--- config.mk ---
export PLATFORM = sky130hd
export DESIGN_NAME = dma_addr_gen
export DESIGN_NICKNAME = d
export VERILOG_FILES = /design/src/rtl/dma_ag_pkg.sv /design/src/rtl/dma_ag_byteptr.sv /design/src/rtl/dma_ag_page.sv /design/src/rtl/dma_ag_chan.sv /design/src/rtl/dma_addr_gen.sv
export SDC_FILE = /design/constraint.sdc
export NUM_CORES = 1
export LEC_CHECK = 0
export BUFFER_PORTS_ARGS = -buffer_cell sky130_fd_sc_hd__buf_2
export CAP_MARGIN = 5
export CORE_ASPECT_RATIO = 1.4
export CORE_MARGIN = 2
export CORE_UTILIZATION = 25
export CTS_CLUSTER_DIAMETER = 80
export DETAILED_ROUTE_END_ITERATION = 10
export PLACE_DENSITY = 0.48
export SLEW_MARGIN = 10
export SYNTH_ARGS = -nofsm -noshare
export SYNTH_HDL_FRONTEND = slang
export SYNTH_SLANG_ARGS = --single-unit
--- constraint.sdc ---
create_clock -name clk_i -period 4 [get_ports clk_i]
set_input_delay 0.6 -clock clk_i [delete_from_list [all_inputs] [get_ports clk_i]]
set_output_delay 0.6 -clock clk_i [all_outputs]
set_load 0.01 [all_outputs]
--- src/rtl/dma_ag_pkg.sv ---
`timescale 1ns/1ps
package dma_ag_pkg;
  localparam int unsigned NUM_CH = 4;
  localparam int unsigned CH_W   = $clog2(NUM_CH);
  localparam int unsigned ADDR_W = 16;
  localparam int unsigned VAL_W  = ADDR_W + 2;
  localparam int unsigned HP_W   = 7;
  localparam int unsigned PHYS_W = HP_W + 8 + ADDR_W;

  typedef struct packed {
    logic            valid;
    logic [CH_W-1:0] ch;
  } page_map_t;

  function automatic page_map_t page_lookup(input logic [2:0] off);
    page_map_t m;
    m = '0;
    case (off)
      3'd1: m = '{valid: 1'b1, ch: CH_W'(2)};
      3'd2: m = '{valid: 1'b1, ch: CH_W'(3)};
      3'd3: m = '{valid: 1'b1, ch: CH_W'(1)};
      3'd7: m = '{valid: 1'b1, ch: CH_W'(0)};
      default: m = '0;
    endcase
    return m;
  endfunction
endpackage

--- src/rtl/dma_ag_byteptr.sv ---
`timescale 1ns/1ps
module dma_ag_byteptr (
  input  logic clk_i,
  input  logic rst_ni,
  input  logic access_i,
  input  logic clear_i,
  output logic hi_o
);
  logic hi_q;

  always_ff @(posedge clk_i or negedge rst_ni) begin
    if (!rst_ni)       hi_q <= 1'b0;
    else if (clear_i)  hi_q <= 1'b0;
    else if (access_i) hi_q <= ~hi_q;
  end

  assign hi_o = hi_q;
endmodule

--- src/rtl/dma_ag_page.sv ---
`timescale 1ns/1ps
module dma_ag_page
  import dma_ag_pkg::*;
#(
  parameter int unsigned N = NUM_CH
) (
  input  logic                    clk_i,
  input  logic                    rst_ni,
  input  logic                    we_i,
  input  logic                    re_i,
  input  logic                    hi_sel_i,
  input  logic [2:0]              off_i,
  input  logic [7:0]              wdata_i,
  output logic [7:0]              rdata_o,
  output logic [N-1:0][7:0]       page_o,
  output logic [N-1:0][HP_W-1:0]  hpage_o
);
  logic [N-1:0][7:0] page_q, hpage_q;
  logic [7:0]        rdata_q;
  page_map_t         map;

  assign map = page_lookup(off_i);

  always_ff @(posedge clk_i or negedge rst_ni) begin
    if (!rst_ni) begin
      page_q  <= '0;
      hpage_q <= '0;
      rdata_q <= '0;
    end else begin
      if (we_i && map.valid) begin
        if (hi_sel_i) hpage_q[map.ch] <= wdata_i;
        else          page_q[map.ch]  <= wdata_i;
      end
      if (re_i)
        rdata_q <= !map.valid ? 8'h00 : (hi_sel_i ? hpage_q[map.ch] : page_q[map.ch]);
    end
  end

  assign rdata_o = rdata_q;
  assign page_o  = page_q;
  for (genvar c = 0; c < N; c++) begin : g_hp
    assign hpage_o[c] = hpage_q[c][HP_W-1:0];
  end
endmodule

--- src/rtl/dma_ag_chan.sv ---
`timescale 1ns/1ps
module dma_ag_chan
  import dma_ag_pkg::*;
#(
  parameter int unsigned SHIFT = 0
) (
  input  logic             clk_i,
  input  logic             rst_ni,
  input  logic             wr_addr_i,
  input  logic             wr_cnt_i,
  input  logic             hi_i,
  input  logic [7:0]       wdata_i,
  input  logic             init_i,
  input  logic             step_i,
  input  logic             dir_i,
  output logic [VAL_W-1:0] addr_val_o,
  output logic [VAL_W-1:0] cnt_val_o,
  output logic             tc_o
);
  localparam logic [VAL_W-1:0] STEP = VAL_W'(1) << SHIFT;

  logic [ADDR_W-1:0] base_addr_q, base_cnt_q;
  logic [VAL_W-1:0]  start_q, done_q;
  logic [VAL_W-1:0]  total, done_nxt;
  logic              full, tc_q;

  assign total    = (VAL_W'(base_cnt_q) + VAL_W'(1)) << SHIFT;
  assign full     = done_q >= total;
  assign done_nxt = done_q + STEP;

  always_ff @(posedge clk_i or negedge rst_ni) begin
    if (!rst_ni) begin
      base_addr_q <= '0;
      base_cnt_q  <= '0;
    end else begin
      if (wr_addr_i) begin
        if (hi_i) base_addr_q[15:8] <= wdata_i;
        else      base_addr_q[7:0]  <= wdata_i;
      end
      if (wr_cnt_i) begin
        if (hi_i) base_cnt_q[15:8] <= wdata_i;
        else      base_cnt_q[7:0]  <= wdata_i;
      end
    end
  end

  always_ff @(posedge clk_i or negedge rst_ni) begin
    if (!rst_ni) begin
      start_q <= '0;
      done_q  <= '0;
      tc_q    <= 1'b0;
    end else begin
      tc_q <= 1'b0;
      if (init_i) begin
        start_q <= VAL_W'(base_addr_q) << SHIFT;
        done_q  <= '0;
      end else if (step_i && !full) begin
        done_q <= done_nxt;
        tc_q   <= done_nxt >= total;
      end
    end
  end

  assign addr_val_o = dir_i ? (start_q - done_q) : (start_q + done_q);
  assign cnt_val_o  = (VAL_W'(base_cnt_q) << SHIFT) - done_q;
  assign tc_o       = tc_q;
endmodule

--- src/rtl/dma_addr_gen.sv ---
`timescale 1ns/1ps
module dma_addr_gen
  import dma_ag_pkg::*;
#(
  parameter bit WORD_MODE = 1'b0
) (
  input  logic              clk_i,
  input  logic              rst_ni,
  input  logic              reg_we_i,
  input  logic              reg_re_i,
  input  logic [2:0]        reg_addr_i,
  input  logic [7:0]        reg_wdata_i,
  output logic [7:0]        reg_rdata_o,
  input  logic              ff_clear_i,
  input  logic              page_we_i,
  input  logic              page_re_i,
  input  logic              page_hi_sel_i,
  input  logic [2:0]        page_off_i,
  input  logic [7:0]        page_wdata_i,
  output logic [7:0]        page_rdata_o,
  input  logic [3:0]        dir_i,
  input  logic [3:0]        init_i,
  input  logic              xfer_i,
  input  logic [1:0]        xfer_ch_i,
  output logic [PHYS_W-1:0] phys_addr_o,
  output logic [3:0]        tc_o
);
  localparam int unsigned SHIFT = WORD_MODE ? 1 : 0;

  logic [CH_W-1:0]                sel_ch;
  logic                           sel_cnt, ff_hi;
  logic [NUM_CH-1:0][VAL_W-1:0]   addr_val, cnt_val;
  logic [NUM_CH-1:0][7:0]         page;
  logic [NUM_CH-1:0][HP_W-1:0]    hpage;
  logic [VAL_W-1:0]               rd_val, rd_sh;
  logic [7:0]                     rdata_q;

  assign sel_ch  = reg_addr_i[2:1];
  assign sel_cnt = reg_addr_i[0];

  dma_ag_byteptr u_ptr (
    .clk_i    (clk_i),
    .rst_ni   (rst_ni),
    .access_i (reg_we_i | reg_re_i),
    .clear_i  (ff_clear_i),
    .hi_o     (ff_hi)
  );

  dma_ag_page #(.N(NUM_CH)) u_page (
    .clk_i    (clk_i),
    .rst_ni   (rst_ni),
    .we_i     (page_we_i),
    .re_i     (page_re_i),
    .hi_sel_i (page_hi_sel_i),
    .off_i    (page_off_i),
    .wdata_i  (page_wdata_i),
    .rdata_o  (page_rdata_o),
    .page_o   (page),
    .hpage_o  (hpage)
  );

  for (genvar c = 0; c < NUM_CH; c++) begin : g_ch
    logic hit;
    assign hit = sel_ch == CH_W'(c);
    dma_ag_chan #(.SHIFT(SHIFT)) u_chan (
      .clk_i      (clk_i),
      .rst_ni     (rst_ni),
      .wr_addr_i  (reg_we_i && hit && !sel_cnt),
      .wr_cnt_i   (reg_we_i && hit && sel_cnt),
      .hi_i       (ff_hi),
      .wdata_i    (reg_wdata_i),
      .init_i     (init_i[c]),
      .step_i     (xfer_i && (xfer_ch_i == CH_W'(c))),
      .dir_i      (dir_i[c]),
      .addr_val_o (addr_val[c]),
      .cnt_val_o  (cnt_val[c]),
      .tc_o       (tc_o[c])
    );
  end

  assign rd_val = sel_cnt ? cnt_val[sel_ch] : addr_val[sel_ch];
  assign rd_sh  = rd_val >> (SHIFT + (ff_hi ? 8 : 0));

  always_ff @(posedge clk_i or negedge rst_ni) begin
    if (!rst_ni)       rdata_q <= '0;
    else if (reg_re_i) rdata_q <= rd_sh[7:0];
  end

  assign reg_rdata_o = rdata_q;
  assign phys_addr_o = {hpage[xfer_ch_i], page[xfer_ch_i], addr_val[xfer_ch_i][ADDR_W-1:0]};
endmodule

==> run metrics <==
outcome=finished with violations; failing checks=setup timing; worst vdd ir=roughly 0.34 mV; Clk pin slew, worst setup/hold paths=about 60 ps; nets=between 3000 and 4000; critical path class=flip-flop to output port; crit path capture type=output port; pwr/cell area=approximately 550 mW/mm2; XOR/XNOR Fraction of Synth Area=9.14%; worst-skew pair later-pin latency=between 600 and 700 ps; Leakage=about 0.015 uW; FFs w/ async S/R, synth=100%; I/O pins=~90; Seq cells post-synth=approximately 350; RSZ-0062 raised after global routing=true; H-tree levels=2; Critical Path Start Type=flip-flop; max-slew violations=0; Sink Count=~350; total grt overflow=0; CTS tree=done; post-synthesis simple-gate area fraction=13.9%; Worst Max-Slew Pin Slew=roughly 1000 ps; CP required=between 3000 and 4000 ps; worst-case clock buffer depth=3; Final setup viols=12; Synth Warn #=0; final hold slack=between 100 and 150 ps; clock buffer count from CTS=between 40 and 50; most numerous cell in the Yosys netlist=dfrtp_1; Mapped Nets=roughly 3200; routed wire length=about 100 mm; Final Hold Viols=0; GP Congestion=roughly 0.95; DRC=0; Post-Syn Area per Cell=9.56 um2; Adder-Cell Fraction of Synth Area=12.3%; WP buf/inv=4; delay-heaviest family, CP=compound AO/OA/AOI/OAI gates; total track usage=a little under a fifth; Synth top area share=roughly a third; row count=between 100 and 150; Max Cap Viol=0; cell mode on critical path=buf_6; Initial DRC Count=1415; max_slew headroom=between 30 and 40%; Die Footprint=0.114 mm2; CTS root buf=clkbuf_16; number of global-route vias before repair=24900; crit path max fanout=4; CORE AREA=about 0.11 mm2; Seq pwr share=25.7%; Post-synth EDFFs=0; share of layout cells above drive strength 1=a little under a third; cell count after synthesis=around 2900; largest net degree at the start of global routing=between 100 and 150; Area contributors post-synth=dfrtp_1 32%, ha_1 12%, mux2_2 9.9%; die width=about 290 um; First-pass DRT Iterations=5; WP data arrival=4040 ps; Crit-path slowest cell=dfrtp_1; drt wl/cell=about 22 um; fin cells=4809; top post-synthesis cells by count=349 x dfrtp_1, 256 x ha_1, 243 x mux2_2; cell taking the most area after synthesis=dfrtp_1; largest family of logic cells by synthesized area=compound AO/OA/AOI/OAI gates; Area Growth Syn to Fin=28.1%; first-pass GRT wire length=156 mm; Final HPWL DP=~80 mm; sequential fraction of the synthesis area=31.5%; Initial Util=about a quarter; sw frac=about two fifths; Clock power frac=roughly 22%; dpl cells=around 4700; Synth Area in Compound Gates=about 16%; Main synth FF type=dfrtp_1; Final Skew=44.4 ps; worst min path class=input pin to flip-flop; CP max stage delay=around 400 ps; Die H=between 300 and 400 um; highest clock rate=roughly 0.22 GHz; initial antenna violation count=4; post-synth cell types=91; Placement Setup Slack=-352 ps; period utilisation layout=116%; Net Switching=between 7000 and 8000 uW; post-synthesis mux area share=14.2%; Setup TNS Final=-5140 ps; share of total power in combinational logic=between 50% and 60%; CP Cell Sequence=buf_6 > inv_4 > ha_4 > nor2_4 > xnor2_2 > ha_1 > a211o_1 > a21boi_2 > o31ai_4 > o21a_1 > a221o_1 > xor2_2 > a21oi_2 > mux2i_4 > buf_6 > buf_6; Mapped Area=between 0.02 and 0.03 mm2; fin crit period=between 4000 and 5000 ps; via count=about 24000; internal cell power=approximately 12000 uW; vias per cell=5.04; count of antenna-violating nets left after detailed routing=0; setup slack after layout=-643 ps; Port Buf Inserts=between 90 and 100
[worst paths after layout]
check	start	cells past startpoint	slack [ps]	end
worst max-delay path	g_ch[3].u_chan.done_q[1]	16	-640	phys_addr_o[14]
worst min-delay path	ff_clear_i	2	130	u_ptr.hi_o
worst max register to register	g_ch[1].u_chan.done_q[6]	19	160	reg_rdata_o[6]
worst min register to register	g_ch[3].u_chan.base_addr_q[0]	2	480	g_ch[3].u_chan.start_q[0]
max in group asynchronous	rst_ni	3	2410	g_ch[2].u_chan.done_q[16]
min in group asynchronous	rst_ni	2	540	g_ch[1].u_chan.start_q[0]
[registers in the layout, summed over array words and instances (netlist names)]
signal                   flops
reg_rdata_o                  8
g_ch.u_chan.base_addr_q     64
u_ptr.hi_o                   1
u_page.rdata_o               8
g_ch.u_chan.start_q         64
g_ch.u_chan.tc_o             4
u_page.hpage_o              28
g_ch.u_chan.done_q          72
u_page.page_o               32
u_page.hpage_q               4
g_ch.u_chan.base_cnt_q      64
[cells by family (layout without fill, tap and decap cells)]
| group | count (synthesis) | count (layout) |
|---|---|---|
| AOI/OAI and AO/OA | 658 | 658 |
| adders and majority gates | 268 | 268 |
| other | 0 | 1 |
| and+or+nand+nor | 772 | 773 |
| muxes | 317 | 317 |
| xor gates and xnor gates | 289 | 289 |
| buffers and inverters | 245 | 694 |
| DFF | 349 | 349 |
[cell type report]
type,count,area (um2)
Tap cell,1460,1830
Antenna cell,1,2.50
Clock buffer,59,1260
Fill cell,11500,74400
Clock inverter,22,246
Sequential cell,349,8740
Inverter,127,487
Timing Repair Buffer,486,3660
Multi-Input combinational cell,2305,19300
[per-stage QoR]
step	total power (uW)	util, %	area (um2)
3_5_place_dp	13800	29.2	32100
2_1_floorplan	10000	-	27700
6_report	19400	32.3	35500
5_1_grt	20500	32.3	35500
4_1_cts	19000	31.6	34800
3_3_place_gp	13800	29.2	32100
[timing repair]
item	4_1_cts	5_1_grt
resized for setup	183	103
setup endpoints to repair	13	46
hold buffers	1	0
gates cloned	0	1
pin swaps	81	66
hold endpoints to repair	30	0
setup buffers	35	31
[power groups by stage]
stage | registers, uW | logic, uW | clock network [uW]
floorplan | 4780 | 5220 | 0
global placement | 5030 | 8750 | 0
detailed placement | 5050 | 8750 | 0
CTS | 5000 | 9670 | 4370
global route | 5100 | 11000 | 4480
finish | 4990 | 10200 | 4230
[routing by layer]
| layer | share of wire (%) | track usage (%) | wire length [um] |
|---|---|---|---|
| met5 | 0.023 | 0 | 24 |
| met4 | 5.2 | 8.44 | 5430 |
| met3 | 3.8 | 2.20 | 3940 |
| met2 | 52 | 33.3 | 53900 |
| met1 | 39 | 20.6 | 41000 |
[cell usage in the layout (no fill, tap or decap), drive strengths merged, types with 27 or more instances in the layout]
cell | netlist | routed
a211oi | 28 | 28
dfrtp | 349 | 349
mux2 | 243 | 243
a31oi | 41 | 41
nor3 | 55 | 55
a21oi | 170 | 170
xor2 | 79 | 79
xnor2 | 210 | 210
a21o | 53 | 53
nor2 | 204 | 204
o21a | 49 | 49
or3 | 44 | 44
mux4 | 36 | 36
mux2i | 38 | 38
and3 | 42 | 42
o21ai | 125 | 125
clkbuf | 91 | 59
nor2b | 27 | 27
nand3 | 104 | 104
buf | 27 | 485
inv | 125 | 128
nand2 | 158 | 159
ha | 256 | 256
nor4 | 28 | 28
(Power assumes the default switching activity.)
